`src/rtl/i2s_ser_pkg.sv`:
```
package i2s_ser_pkg;
  localparam int FIFO_W   = 32;
  localparam int SLOT_MAX = 32;
  localparam int SCODE_W  = 2;
  localparam int WCODE_W  = 3;

  function automatic int slot_bits(logic [SCODE_W-1:0] sc);
    return 8 * (int'(sc) + 1);
  endfunction

  function automatic int word_bits(logic [WCODE_W-1:0] wc);
    if (wc == 3'd0) return 8;
    if (wc == 3'd1) return 16;
    if (wc <= 3'd5) return 14 + 2 * int'(wc);
    return 0;
  endfunction

  function automatic logic cfg_ok(logic [WCODE_W-1:0] wc, logic [SCODE_W-1:0] sc);
    return (word_bits(wc) != 0) && (word_bits(wc) <= slot_bits(sc));
  endfunction

  // Slot image with the first bit to send at the top position.
  function automatic logic [SLOT_MAX-1:0] build_slot(
    logic [FIFO_W-1:0] w, logic [WCODE_W-1:0] wc, logic [SCODE_W-1:0] sc,
    logic pad_first, logic pad_high, logic left);
    int n;
    int l;
    logic [SLOT_MAX-1:0] d;
    logic [SLOT_MAX-1:0] ones;
    logic [SLOT_MAX-1:0] v;
    n = word_bits(wc);
    l = slot_bits(sc);
    ones = '1;
    if (wc >= 3'd2 && left) d = w >> (FIFO_W - n);
    else d = w & ~(ones << n);
    if (pad_first) v = (d << (SLOT_MAX - l)) | (pad_high ? ~(ones >> (l - n)) : '0);
    else v = (d << (SLOT_MAX - n)) | (pad_high ? (ones >> n) : '0);
    return v;
  endfunction
endpackage

```
`src/rtl/i2s_ser_edges.sv`:
```
module i2s_ser_edges (
  input  logic clk,
  input  logic rst_n,
  input  logic sck,
  input  logic ws,
  input  logic launch_rise,
  output logic shift_edge,
  output logic ws_toggle
);
  logic sck_q;
  logic ws_last;

  assign shift_edge = (sck != sck_q) && (sck == launch_rise);
  assign ws_toggle  = shift_edge && (ws != ws_last);

  always_ff @(posedge clk) begin
    if (!rst_n) begin
      sck_q   <= 1'b0;
      ws_last <= 1'b0;
    end else begin
      sck_q <= sck;
      if (shift_edge) ws_last <= ws;
    end
  end

  // a launch edge needs the bit clock to leave and return, never two in a row
  assert_edge_spacing_R9: assert property (@(posedge clk) disable iff (!rst_n)
    shift_edge |=> !shift_edge) else $error("launch edges back to back");
endmodule

```
`src/rtl/i2s_ser_fetch.sv`:
```
module i2s_ser_fetch (
  input  logic clk,
  input  logic rst_n,
  input  logic shift_edge,
  input  logic ws_toggle,
  input  logic ws,
  input  logic no_delay,
  input  logic ws_first_high,
  input  logic active,
  input  logic in_valid,
  output logic load,
  output logic fetch,
  output logic fetch_ok,
  output logic underflow
);
  logic bnd_d;
  logic started;
  logic first_ch;

  assign load     = shift_edge && (no_delay ? ws_toggle : bnd_d);
  assign first_ch = (ws == ws_first_high);
  assign fetch    = load && active && (started || first_ch);
  assign fetch_ok = fetch && in_valid;

  always_ff @(posedge clk) begin
    if (!rst_n) begin
      bnd_d     <= 1'b0;
      started   <= 1'b0;
      underflow <= 1'b0;
    end else begin
      if (shift_edge) bnd_d <= ws_toggle;
      if (!active) started <= 1'b0;
      else if (fetch) started <= 1'b1;
      underflow <= fetch && !in_valid;
    end
  end

  assert_fetch_on_edge_R13: assert property (@(posedge clk) disable iff (!rst_n)
    fetch |-> shift_edge) else $error("fetch away from a launch edge");
  assert_lock_first_channel_R6: assert property (@(posedge clk) disable iff (!rst_n)
    $rose(started) |-> $past(ws == ws_first_high)) else $error("locked on wrong channel");
  assert_underflow_cause_R10: assert property (@(posedge clk) disable iff (!rst_n)
    underflow |-> $past(!in_valid && shift_edge)) else $error("spurious underflow");
  assert_underflow_pulse_R10: assert property (@(posedge clk) disable iff (!rst_n)
    underflow |=> !underflow) else $error("underflow longer than one cycle");
endmodule

```
`src/rtl/i2s_ser_shift.sv`:
```
module i2s_ser_shift
  import i2s_ser_pkg::*;
(
  input  logic                clk,
  input  logic                rst_n,
  input  logic                shift_edge,
  input  logic                load,
  input  logic                fetch_ok,
  input  logic                active,
  input  logic                mute,
  input  logic [SLOT_MAX-1:0] slot_vec,
  output logic                sd
);
  logic [SLOT_MAX-1:0] shreg;
  logic [SLOT_MAX-1:0] vec_sel;

  assign vec_sel = fetch_ok ? slot_vec : '0;

  always_ff @(posedge clk) begin
    if (!rst_n || !active) begin
      shreg <= '0;
      sd    <= 1'b0;
    end else if (shift_edge) begin
      if (load) begin
        sd    <= !mute && vec_sel[SLOT_MAX-1];
        shreg <= vec_sel << 1;
      end else begin
        sd    <= !mute && shreg[SLOT_MAX-1];
        shreg <= shreg << 1;
      end
    end
  end

  assert_mute_zero_R8: assert property (@(posedge clk) disable iff (!rst_n)
    (shift_edge && mute) |=> !sd) else $error("muted output not zero");
  assert_idle_zero_R11: assert property (@(posedge clk) disable iff (!rst_n)
    !active |=> !sd) else $error("inactive output not zero");
  assert_sd_moves_on_edge_R9: assert property (@(posedge clk) disable iff (!rst_n)
    !$stable(sd) |-> ($past(shift_edge) || $past(!active))) else $error("output moved off edge");
endmodule

```
`src/rtl/i2s_frame_serializer.sv`:
```
module i2s_frame_serializer
  import i2s_ser_pkg::*;
(
  input  logic              clk,
  input  logic              rst_n,
  input  logic              sck,
  input  logic              ws,
  input  logic              tx_en,
  input  logic              mute,
  input  logic [1:0]        cfg_slot_code,
  input  logic [2:0]        cfg_word_code,
  input  logic              cfg_no_delay,
  input  logic              cfg_pad_first,
  input  logic              cfg_pad_high,
  input  logic              cfg_ws_first_high,
  input  logic              cfg_left_align,
  input  logic              cfg_sck_rise_launch,
  input  logic [FIFO_W-1:0] in_data,
  input  logic              in_valid,
  output logic              in_ready,
  output logic              sd_out,
  output logic              underflow
);
  logic                active;
  logic                shift_edge;
  logic                ws_toggle;
  logic                load;
  logic                fetch;
  logic                fetch_ok;
  logic [SLOT_MAX-1:0] slot_vec;

  assign active   = tx_en && cfg_ok(cfg_word_code, cfg_slot_code);
  assign slot_vec = build_slot(in_data, cfg_word_code, cfg_slot_code,
                               cfg_pad_first, cfg_pad_high, cfg_left_align);
  assign in_ready = fetch;

  i2s_ser_edges u_edges (
    .clk         (clk),
    .rst_n       (rst_n),
    .sck         (sck),
    .ws          (ws),
    .launch_rise (cfg_sck_rise_launch),
    .shift_edge  (shift_edge),
    .ws_toggle   (ws_toggle)
  );

  i2s_ser_fetch u_fetch (
    .clk           (clk),
    .rst_n         (rst_n),
    .shift_edge    (shift_edge),
    .ws_toggle     (ws_toggle),
    .ws            (ws),
    .no_delay      (cfg_no_delay),
    .ws_first_high (cfg_ws_first_high),
    .active        (active),
    .in_valid      (in_valid),
    .load          (load),
    .fetch         (fetch),
    .fetch_ok      (fetch_ok),
    .underflow     (underflow)
  );

  i2s_ser_shift u_shift (
    .clk        (clk),
    .rst_n      (rst_n),
    .shift_edge (shift_edge),
    .load       (load),
    .fetch_ok   (fetch_ok),
    .active     (active),
    .mute       (mute),
    .slot_vec   (slot_vec),
    .sd         (sd_out)
  );

  assert_no_ready_disabled_R11: assert property (@(posedge clk) disable iff (!rst_n)
    !tx_en |-> !in_ready) else $error("ready while disabled");
  assert_no_ready_bad_cfg_R2: assert property (@(posedge clk) disable iff (!rst_n)
    (cfg_word_code > 3'd5) |-> !in_ready) else $error("ready with illegal word code");
endmodule

```
`config.mk`:
```
export PLATFORM = sky130hd
export DESIGN_NAME = i2s_frame_serializer
export DESIGN_NICKNAME = d
export VERILOG_FILES = /design/src/rtl/i2s_ser_pkg.sv /design/src/rtl/i2s_ser_edges.sv /design/src/rtl/i2s_ser_fetch.sv /design/src/rtl/i2s_ser_shift.sv /design/src/rtl/i2s_frame_serializer.sv
export SDC_FILE = /design/constraint.sdc
export NUM_CORES = 1
export LEC_CHECK = 0
export ABC_AREA = 1
export ABC_CLOCK_PERIOD_IN_PS = 6600
export BUFFER_PORTS_ARGS = -buffer_cell sky130_fd_sc_hd__buf_2
export CORE_AREA = 5 5 112 219
export DETAILED_ROUTE_END_ITERATION = 7
export DIE_AREA = 0 0 117 224
export PLACE_DENSITY = 0.5
export SYNTH_ARGS = -nofsm -noshare
export SYNTH_HDL_FRONTEND = slang
export SYNTH_HIERARCHICAL = 1
export SYNTH_SLANG_ARGS = --single-unit
```
`constraint.sdc`:
```
create_clock -name clk -period 6.6 [get_ports clk]
set_input_delay 1.32 -clock clk [delete_from_list [all_inputs] [get_ports clk]]
set_output_delay 1.32 -clock clk [all_outputs]
set_load 0.02 [all_outputs]
```
Word-level counts from Yosys, hierarchy flattened
Index checks and enable logic that the tools add are counted.
W data, S select, Z words.
{"block": "classes", "reduce_logical": 21, "shift": 6, "n_bitwise": 5, "muxes": 20, "n_eq_ne": 5, "n_addsub": 5, "n_lt_le_gt_ge": 3}
{"operator": "$mux W32", "n": 11}
{"operator": "$not A32 Y32", "n": 2}
{"operator": "$or A32 B32 Y32", "n": 2}
{"operator": "$shl A32 B32 Y32", "n": 2}
{"operator": "$shr A32 B32 Y32 const A", "n": 2}
{"operator": "$and A32 B32 Y32", "n": 1}
{"operator": "$le A32 B32 Y1", "n": 1}
{"operator": "$reduce_bool A32 Y1", "n": 1}
{"operator": "$shl A32 B32 Y32 const A", "n": 1}
{"operator": "$shr A32 B32 Y32", "n": 1}
{"operator": "$sub A7 B32 Y32", "n": 1}
{"operator": "$sub A7 B32 Y32 const A", "n": 1}
{"operator": "$logic_and A1 B1 Y1", "n": 12}
{"operator": "$mux W1", "n": 8}
{"operator": "$sub A6 B6 Y7 const A", "n": 1}
{"operator": "$add A4 B4 Y5 const A", "n": 1}
{"operator": "$logic_not A1 Y1", "n": 4}
{"operator": "$mux W4", "n": 1}
{"operator": "$add A2 B1 Y3 const B", "n": 1}
{"operator": "$eq A3 B1 Y1 const B", "n": 1}
{"operator": "$ge A3 B2 Y1 const B", "n": 1}
{"operator": "$le A3 B3 Y1 const B", "n": 1}
{"operator": "$logic_not A3 Y1", "n": 1}
{"operator": "$eq A1 B1 Y1", "n": 2}
{"operator": "3 further kinds", "n": 5}
{"block": "totals", "in_bits": 50, "reg_bits": 38, "elab_cells": 72, "output_inout_bits": 3}

Logic depth before layout (Yosys ltp)
Gate-level depths: netlist (run 1).
{"block": "logic_depth", "depth_word": 18, "mapped_depth": 30, "ltp_nobuf": 27}

Hierarchy
The synthesis (run 1) kept the hierarchy.
{"module": "i2s_frame_serializer", "area_each_um2": 4942.2, "cells_each": 997, "seq_area_each_um2": 0.0, "instances": 1}
{"module": "i2s_ser_shift", "area_each_um2": 1437.6, "cells_each": 186, "seq_area_each_um2": 640.6, "instances": 1}
{"module": "i2s_ser_fetch", "area_each_um2": 156.4, "cells_each": 24, "seq_area_each_um2": 60.1, "instances": 1}
{"module": "i2s_ser_edges", "area_each_um2": 122.6, "cells_each": 20, "seq_area_each_um2": 40.0, "instances": 1}

Least setup slack after synthesis (run 1)
No wires, ideal clock.
{"block": "synth_timing", "path_type": "input port to output port", "from": "input cfg_word_code[0]", "to": "output in_ready", "arrival_time_ns": 3.748, "t_required_ns": 5.280, "setup_slack_ns": 1.532, "cell_stages": 16, "path_buffers": 6, "cell_sequence": "inv_2 buf_2 ha_1 o21ai_2 buf_6 nand3_4 buf_6 buf_6 buf_2 ha_1 nand4_4 buf_6 o311ai_0 inv_1 nand3_2 inv_1"}
{"block": "synth_between", "elab_chain_len": 12, "word_cells_on_any_way": 22, "cone_classes": "1 x add/sub; 2 x order compare; 1 x eq/ne; 12 x mux; 6 x reduce/logical"}
{"element": "start, declared", "line": "i2s_frame_serializer.sv:11", "source": "input logic [2:0] cfg_word_code,"}
{"element": "$le A3 B3 Y1 / $logic_not A3 Y1 (equally long branches)", "line": "i2s_ser_pkg.sv:14, i2s_ser_pkg.sv:12"}
{"element": "$mux W1 / $mux W4 (equally long branches)", "line": "i2s_ser_pkg.sv:14, i2s_ser_pkg.sv:12"}
{"element": "$mux W1 / $mux W32 (equally long branches)", "line": "i2s_ser_pkg.sv:14, i2s_ser_pkg.sv:13"}
{"element": "$mux W1 / $mux W32 (equally long branches)", "line": "i2s_ser_pkg.sv:13, i2s_ser_pkg.sv:14"}
{"element": "$mux W32", "line": "i2s_ser_pkg.sv:15", "source": "return 0;"}
{"element": "$mux W32", "line": "i2s_ser_pkg.sv:14", "source": "if (wc <= 3'd5) return 14 + 2 * int'(wc);"}
{"element": "$mux W32 (*)", "line": "i2s_ser_pkg.sv:13", "source": "if (wc == 3'd1) return 16;"}
{"element": "$le A32 B32 Y1 / $reduce_bool A32 Y1 (equally long branches)", "line": "i2s_ser_pkg.sv:19", "source": "return (word_bits(wc) != 0) && (word_bits(wc) <= slot_bits(sc));"}
{"element": "$logic_and A1 B1 Y1 (*)", "line": "i2s_ser_pkg.sv:19"}
{"element": "$logic_and A1 B1 Y1 (*)", "line": "i2s_frame_serializer.sv:32", "source": "assign active = tx_en && cfg_ok(cfg_word_code, cfg_slot_code);"}
{"element": "named net active", "line": "i2s_frame_serializer.sv:24", "source": "logic active;"}
{"element": "$logic_and A1 B1 Y1 (*) (2 in series)", "line": "i2s_ser_fetch.sv:22", "source": "assign fetch = load && active && (started || first_ch);"}
{"element": "end, declared", "line": "i2s_frame_serializer.sv:20", "source": "output logic in_ready,"}
Mark *: on every way through the listed nets, which the timed path passes. The rest lies on a longest branch. The select of a mux whose other input is x is not followed.

Final worst setup path (run 1)
{"block": "layout_timing", "from": "input cfg_word_code[1]", "to": "output in_ready"}
Same word-level chain as after synthesis.

==> flow_summary.json, run 1 <==
{
  "r2r-start": "u_edges/sck_q",
  "buffer_ports.inserted": 52,
  "worstSkewPairLatency_ns": 0.28,
  "power.share.sequential_pct": 15.1,
  "cts.clk_slew.worst_paths_ns": 0.06,
  "vdd.ir_drop.worst_mv": 0.129,
  "flow.area_growth_from_synthesis_pct": 7.44,
  "rows": 78,
  "grt_max_degree": 78,
  "synthDominantCellAreaShare_pct": 20.7,
  "final_replace_weighted_congestion": 1.07,
  "yosys_warnings": 6,
  "synth_enable_flop_cells": 0,
  "floorplan.core_area_um2": 22600,
  "overflow": 0,
  "cp_data_required_time_ns": 5.28,
  "post_synth_top_area_cell": "nand3_1",
  "tritoncts": "done",
  "share_of_the_cycle_needed_by_the_critical_path_after_routing_pct": 85.4,
  "routedWlPerCell_um": 22.7,
  "power.net_switching_mw": 0.897,
  "cts_num_sinks": 37,
  "worst-slew-pin-transition_ns": 1.17,
  "ant_nets": 0,
  "p_int_mw": 0.675,
  "worst_hold_path.endpoint": "u_fetch/started",
  "root_buffer_cell": "clkbuf_16",
  "cts_hold_buf": 0,
  "initialDrtViolationCount": 756,
  "htree_depth": 2,
  "synthCells": 1227,
  "antenna_found_initial": 0,
  "finalWorstSetupSlack_ns": 0.961,
  "worst_ep_arrival_time_ns": 4.32,
  "power_density_nw_per_um2": 220,
  "gr-usage-all-layers_pct": 26.0,
  "pre_cts_slack_ns": 0.855,
  "syn_area_per_cell_um2": 5.43,
  "post_synth_top_flop": "dfxtp_1",
  "setup_viol": 0,
  "worst_clock_skew_ns": 0.00575,
  "vias": 8875,
  "ys_ff_latch": 37,
  "post-synth-top-count-cell": "nand2_1",
  "status": "complete, no violations",
  "leakagePower_nw": 3.43,
  "combinationalPowerShare_pct": 70.0,
  "achievable-frequency_mhz": 177,
  "routed_wirelength_um": 34200,
  "worst_slew_margin_rel_pct": 21.5,
  "endpoint_kind_of_the_worst_setup_timing_path": "output port",
  "longest_clk_path_bufs": 2,
  "p_sw_share_pct": 57.1,
  "antennaDiodeCount": 0,
  "final_period_minus_worst_setup_slack_ns": 5.64,
  "worstHoldPathCells": 2,
  "syn_nets": 1292,
  "floorplan.die_area_um2": 26200,
  "initial_core_utilization_pct": 29.4,
  "grt_pass1_vias": 8729,
  "timing.reg2reg.setup_slack_ns": 4.01,
  "hold_path.class": "reg -> reg",
  "area.sequential_um2": 741,
  "critPathMaxFanout": 18,
  "worstRegToRegCells": 16,
  "remaining_drc_errors": 0,
  "synth-seq-area-share_pct": 11.1,
  "final-hold-violation-count": 0,
  "nFillCells": 2728,
  "synth_commonest_cells": "nand2_1, nand3_1, a21oi_1",
  "rsz0062_at_grt": "false",
  "power.clock.fraction_pct": 14.9,
  "synth_top_cells_by_area": "nand3_1, nand2_1, dfxtp_1",
  "min-delay-start": "u_fetch/started",
  "synth_cell_type_count": 51,
  "multi_input_comb_area_um2": 5170,
  "cap_violations": 0,
  "vias_per_cell": 5.88,
  "die-width_um": 117,
  "regToRegEndpoint": "u_shift/sd",
  "chipHeight_um": 224,
  "postSynth.asyncResetShare_pct": 0,
  "wire_length_of_the_first_global_routing_pass_um": 51400,
  "clock_buffer_count_from_cts": 5,
  "post_cts_resize_count": 0,
  "drive_gt1_share_pct": 12.2,
  "critPathKind": "in -> out",
  "report.final.slew_viol_count": 0,
  "synthesis.area_um2": 6660,
  "detailedPlacementHpwl_um": 26800,
  "setup_total_negative_slack_ns": 0,
  "detail_route.first_pass.iterations": 6,
  "final_stage_net_count": 1294,
  "design.portCount": 53,
  "cts.repair_timing.setup_buffer_count": 0,
  "setup.worst_path.start_class": "input port"
}
-- cells in the final DEF, fill, tap and decap left out, types with 3 or more instances in the layout --
cell type	count
o21ai_0	62
o22ai_1	8
a21boi_0	5
nand3_2	26
clkbuf_16	5
o21ai_1	19
nor2_1	63
inv_1	75
a21oi_2	3
nand3_1	276
nand4_1	21
dfxtp_1	37
ha_1	13
nand2_2	10
a31oi_1	4
nor2_2	6
o21bai_1	3
a21oi_1	114
buf_2	52
nand2_1	352
nand3_4	3
buf_4	20
inv_2	8
a22oi_1	7
-- stage by stage --
step | instances | instance area [um2] | utilization, % | hold WS (ns) | power (mW)
global route | 1510 | 7150 | 31.6 | 0.487 | 1.68
floorplan | 1227 | 6660 | - | 0.443 | 0.971
finish | 1510 | 7150 | 31.6 | 0.472 | 1.57
detailed placement | 1502 | 7020 | 31.0 | 0.459 | 1.30
global placement | 1502 | 7020 | 31.0 | 0.459 | 1.31
CTS | 1510 | 7150 | 31.6 | 0.470 | 1.54
-- cell type report --
cell class                 count  area share [%]
timing repair buffer          73            6.02
tap                          280            4.90
multi-input combinational   1026            72.2
clock buffer                   6            1.80
inverter                      86            4.55
sequential                    37            10.4
clock inverter                 2           0.140
-- power by group through the flow --
| stage | combinational [mW] | clock, mW | sequential [mW] |
|---|---|---|---|
| final | 1.10 | 0.235 | 0.238 |
| after global routing | 1.20 | 0.246 | 0.238 |
| after CTS | 1.06 | 0.239 | 0.237 |
| after detailed placement | 1.06 | 0 | 0.242 |
| after global placement | 1.06 | 0 | 0.242 |
| after floorplan | 0.731 | 0 | 0.241 |
-- per-layer routing --
| metal | part of all wire, % | GRT usage (%) |
|---|---|---|
| met1 | 33 | 25.9 |
| met2 | 50 | 45.1 |
| met3 | 5.0 | 2.41 |
| met4 | 12 | 25.2 |
| met5 | 0 | 0 |
-- kinds of logic (layout without fill, tap and decap cells) --
kind of cell,after synthesis,after routing,share of synthesized area [%]
flip-flops,37,37,11.1
AO/OA/AOI/OAI,238,238,19.6
buffers and inverters,164,167,11.5
adder cells (fa/ha/maj),15,15,2.93
XOR/XNOR,2,2,0.263
AND/OR/NAND/NOR,771,771,54.6
-- critical path: stages --
cell and delay [ns]:
buf_2 0.11, inv_1 0.12, ha_1 0.27, nor2_4 0.08
nand2_8 0.16, nand3_2 0.31, fa_1 0.61, inv_1 0.08
nor2_1 0.09, nor2_1 0.04, o311ai_0 0.56, inv_1 0.18
nand3_2 0.17, inv_1 0.05, buf_2 0.15
-- flip-flops by register name (all words and copies together) (netlist names) --
signal and count:
u_fetch/underflow 1, u_edges/ws_last 1, u_shift/sd 1, u_shift/shreg 31, u_fetch/bnd_d 1, u_edges/sck_q 1, u_fetch/started 1
-- how the worst max path moves through the flow --
| stage | from | to |
|---|---|---|
| 2_1_floorplan | cfg_word_code[0] | in_ready |
| 3_3_place_gp | cfg_word_code[1] | in_ready |
| 3_5_place_dp | cfg_word_code[1] | in_ready |
| 4_1_cts | cfg_word_code[1] | in_ready |
| 5_1_grt | cfg_word_code[1] | in_ready |
| 6_report | cfg_word_code[1] | in_ready |
(Power assumes the default switching activity.)
==> inputs of run 2 (changes only) <==
CORE_AREA = 5 5 104 204   (was 5 5 112 219)
DIE_AREA = 0 0 109 209   (was 0 0 117 224)
PLACE_DENSITY = 0.56   (was 0.5)
==> flow_summary.json, run 2 (same netlist as run 1, synthesis figures left out) <==
{
  "worst-slew-pin-transition_ns": 0.981,
  "share_of_the_cycle_needed_by_the_critical_path_after_routing_pct": 89.0,
  "clock_buffer_count_from_cts": 5,
  "critPathKind": "in -> out",
  "setup_total_negative_slack_ns": 0,
  "cts_hold_buf": 0,
  "endpoint_kind_of_the_worst_setup_timing_path": "output port",
  "htree_depth": 2,
  "antenna_found_initial": 0,
  "routed_wirelength_um": 30500,
  "worst_slew_margin_rel_pct": 33.9,
  "chipHeight_um": 209,
  "wire_length_of_the_first_global_routing_pass_um": 46500,
  "cts_num_sinks": 37,
  "initial_core_utilization_pct": 33.9,
  "floorplan.core_area_um2": 19600,
  "final-hold-violation-count": 0,
  "overflow": 0,
  "initialDrtViolationCount": 1154,
  "largest_register_ff_count": 31,
  "report.power.total_mw": 1.61,
  "design.portCount": 53,
  "mostFrequentLayoutCells": "nand2_1, nand3_1, a21oi_1",
  "detail_route.first_pass.iterations": 6,
  "remaining_drc_errors": 0,
  "routedWlPerCell_um": 20.5,
  "status": "complete, no violations",
  "multi_input_comb_area_um2": 5160,
  "grt_pass1_vias": 8183,
  "area.sequential_um2": 741,
  "cap_violations": 0,
  "power_density_nw_per_um2": 226,
  "worst_clock_skew_ns": 0.00325,
  "layout_commonest_cell": "nand2_1",
  "vias_per_cell": 5.98,
  "longest_clk_path_bufs": 2,
  "drive_gt1_share_pct": 11.7,
  "tritoncts": "done",
  "worstSkewPairLatency_ns": 0.28,
  "detailedPlacementHpwl_um": 22900,
  "worst_ep_arrival_time_ns": 4.55,
  "achievable-frequency_mhz": 170,
  "final_replace_weighted_congestion": 1.05,
  "hold_path.class": "reg -> reg",
  "final_period_minus_worst_setup_slack_ns": 5.87,
  "rsz0062_at_grt": "false",
  "cp_data_required_time_ns": 5.28,
  "gr-usage-all-layers_pct": 26.3,
  "setup_viol": 0,
  "buffer_ports.inserted": 52,
  "die-width_um": 109,
  "ant_nets": 0,
  "report.final.slew_viol_count": 0,
  "setup.worst_path.start_class": "input port",
  "cts.repair_timing.setup_buffer_count": 0,
  "nFillCells": 2295,
  "critPathMaxFanout": 18,
  "rows": 73,
  "final_stage_net_count": 1287,
  "vias": 8877,
  "antennaDiodeCount": 0,
  "cts.clk_slew.worst_paths_ns": 0.06,
  "root_buffer_cell": "clkbuf_16",
  "vdd.ir_drop.worst_mv": 0.139,
  "top_register": "u_shift/shreg",
  "grt_max_degree": 78,
  "floorplan.die_area_um2": 22800,
  "leakagePower_nw": 3.41,
  "post_cts_resize_count": 0,
  "flow.area_growth_from_synthesis_pct": 6.84
}
[run 2: area by class of cell]
type / count / area share, %
multi-input combinational: 1026 / 72.6
tap: 262 / 4.61
clock buffer: 5 / 1.76
sequential: 37 / 10.4
clock inverter: 3 / 0.915
inverter: 86 / 4.57
timing repair buffer: 66 / 5.14
[run 2: layer usage]
layer  track usage [%]  routed length (um)
met1              33.9               11600
met2              41.9               14100
met3              3.74                2820
met4              13.3                1970
met5                 0                   0
[run 2: per-stage QoR]
| stage | cells | hold slack [ns] | utilization (%) | setup WS [ns] | area, um2 |
|---|---|---|---|---|---|
| after floorplan | 1227 | 0.443 | - | 1.53 | 6660 |
| after global placement | 1477 | 0.456 | 35.3 | 0.699 | 6920 |
| after detailed placement | 1477 | 0.477 | 35.3 | 0.673 | 6920 |
| after CTS | 1485 | 0.486 | 36.2 | 0.645 | 7110 |
| after global routing | 1485 | 0.514 | 36.2 | 0.537 | 7110 |
| final | 1485 | 0.481 | 36.2 | 0.725 | 7110 |
[run 2: report_power, final]
part | total, mW | switching, mW | internal [mW]
registers | 0.237 | 0.00457 | 0.232
clock network | 0.309 | 0.0935 | 0.216
logic | 1.06 | 0.771 | 0.294
total | 1.61 | 0.869 | 0.742
[run 2: critical path, stage by stage]
cell,delay [ns]
buf_2,0.12
inv_1,0.13
ha_1,0.28
nor2_4,0.08
nand2_8,0.15
nand3_2,0.33
fa_1,0.62
inv_1,0.09
nor2_1,0.09
nor2_1,0.04
o311ai_0,0.66
buf_4,0.24
inv_1,0.07
nand3_2,0.12
inv_1,0.04
buf_2,0.15
[run 2: path summary, 6_finish.rpt]
kind	start	endpoint	slack (ns)	depth (start not counted)
hold / removal	u_fetch/started	u_fetch/started	0.48	2
setup reg to reg	u_edges/sck_q	u_shift/shreg[13]	3.83	11
hold reg to reg	u_fetch/started	u_fetch/started	0.48	2
setup / recovery	cfg_word_code[1]	in_ready	0.73	16
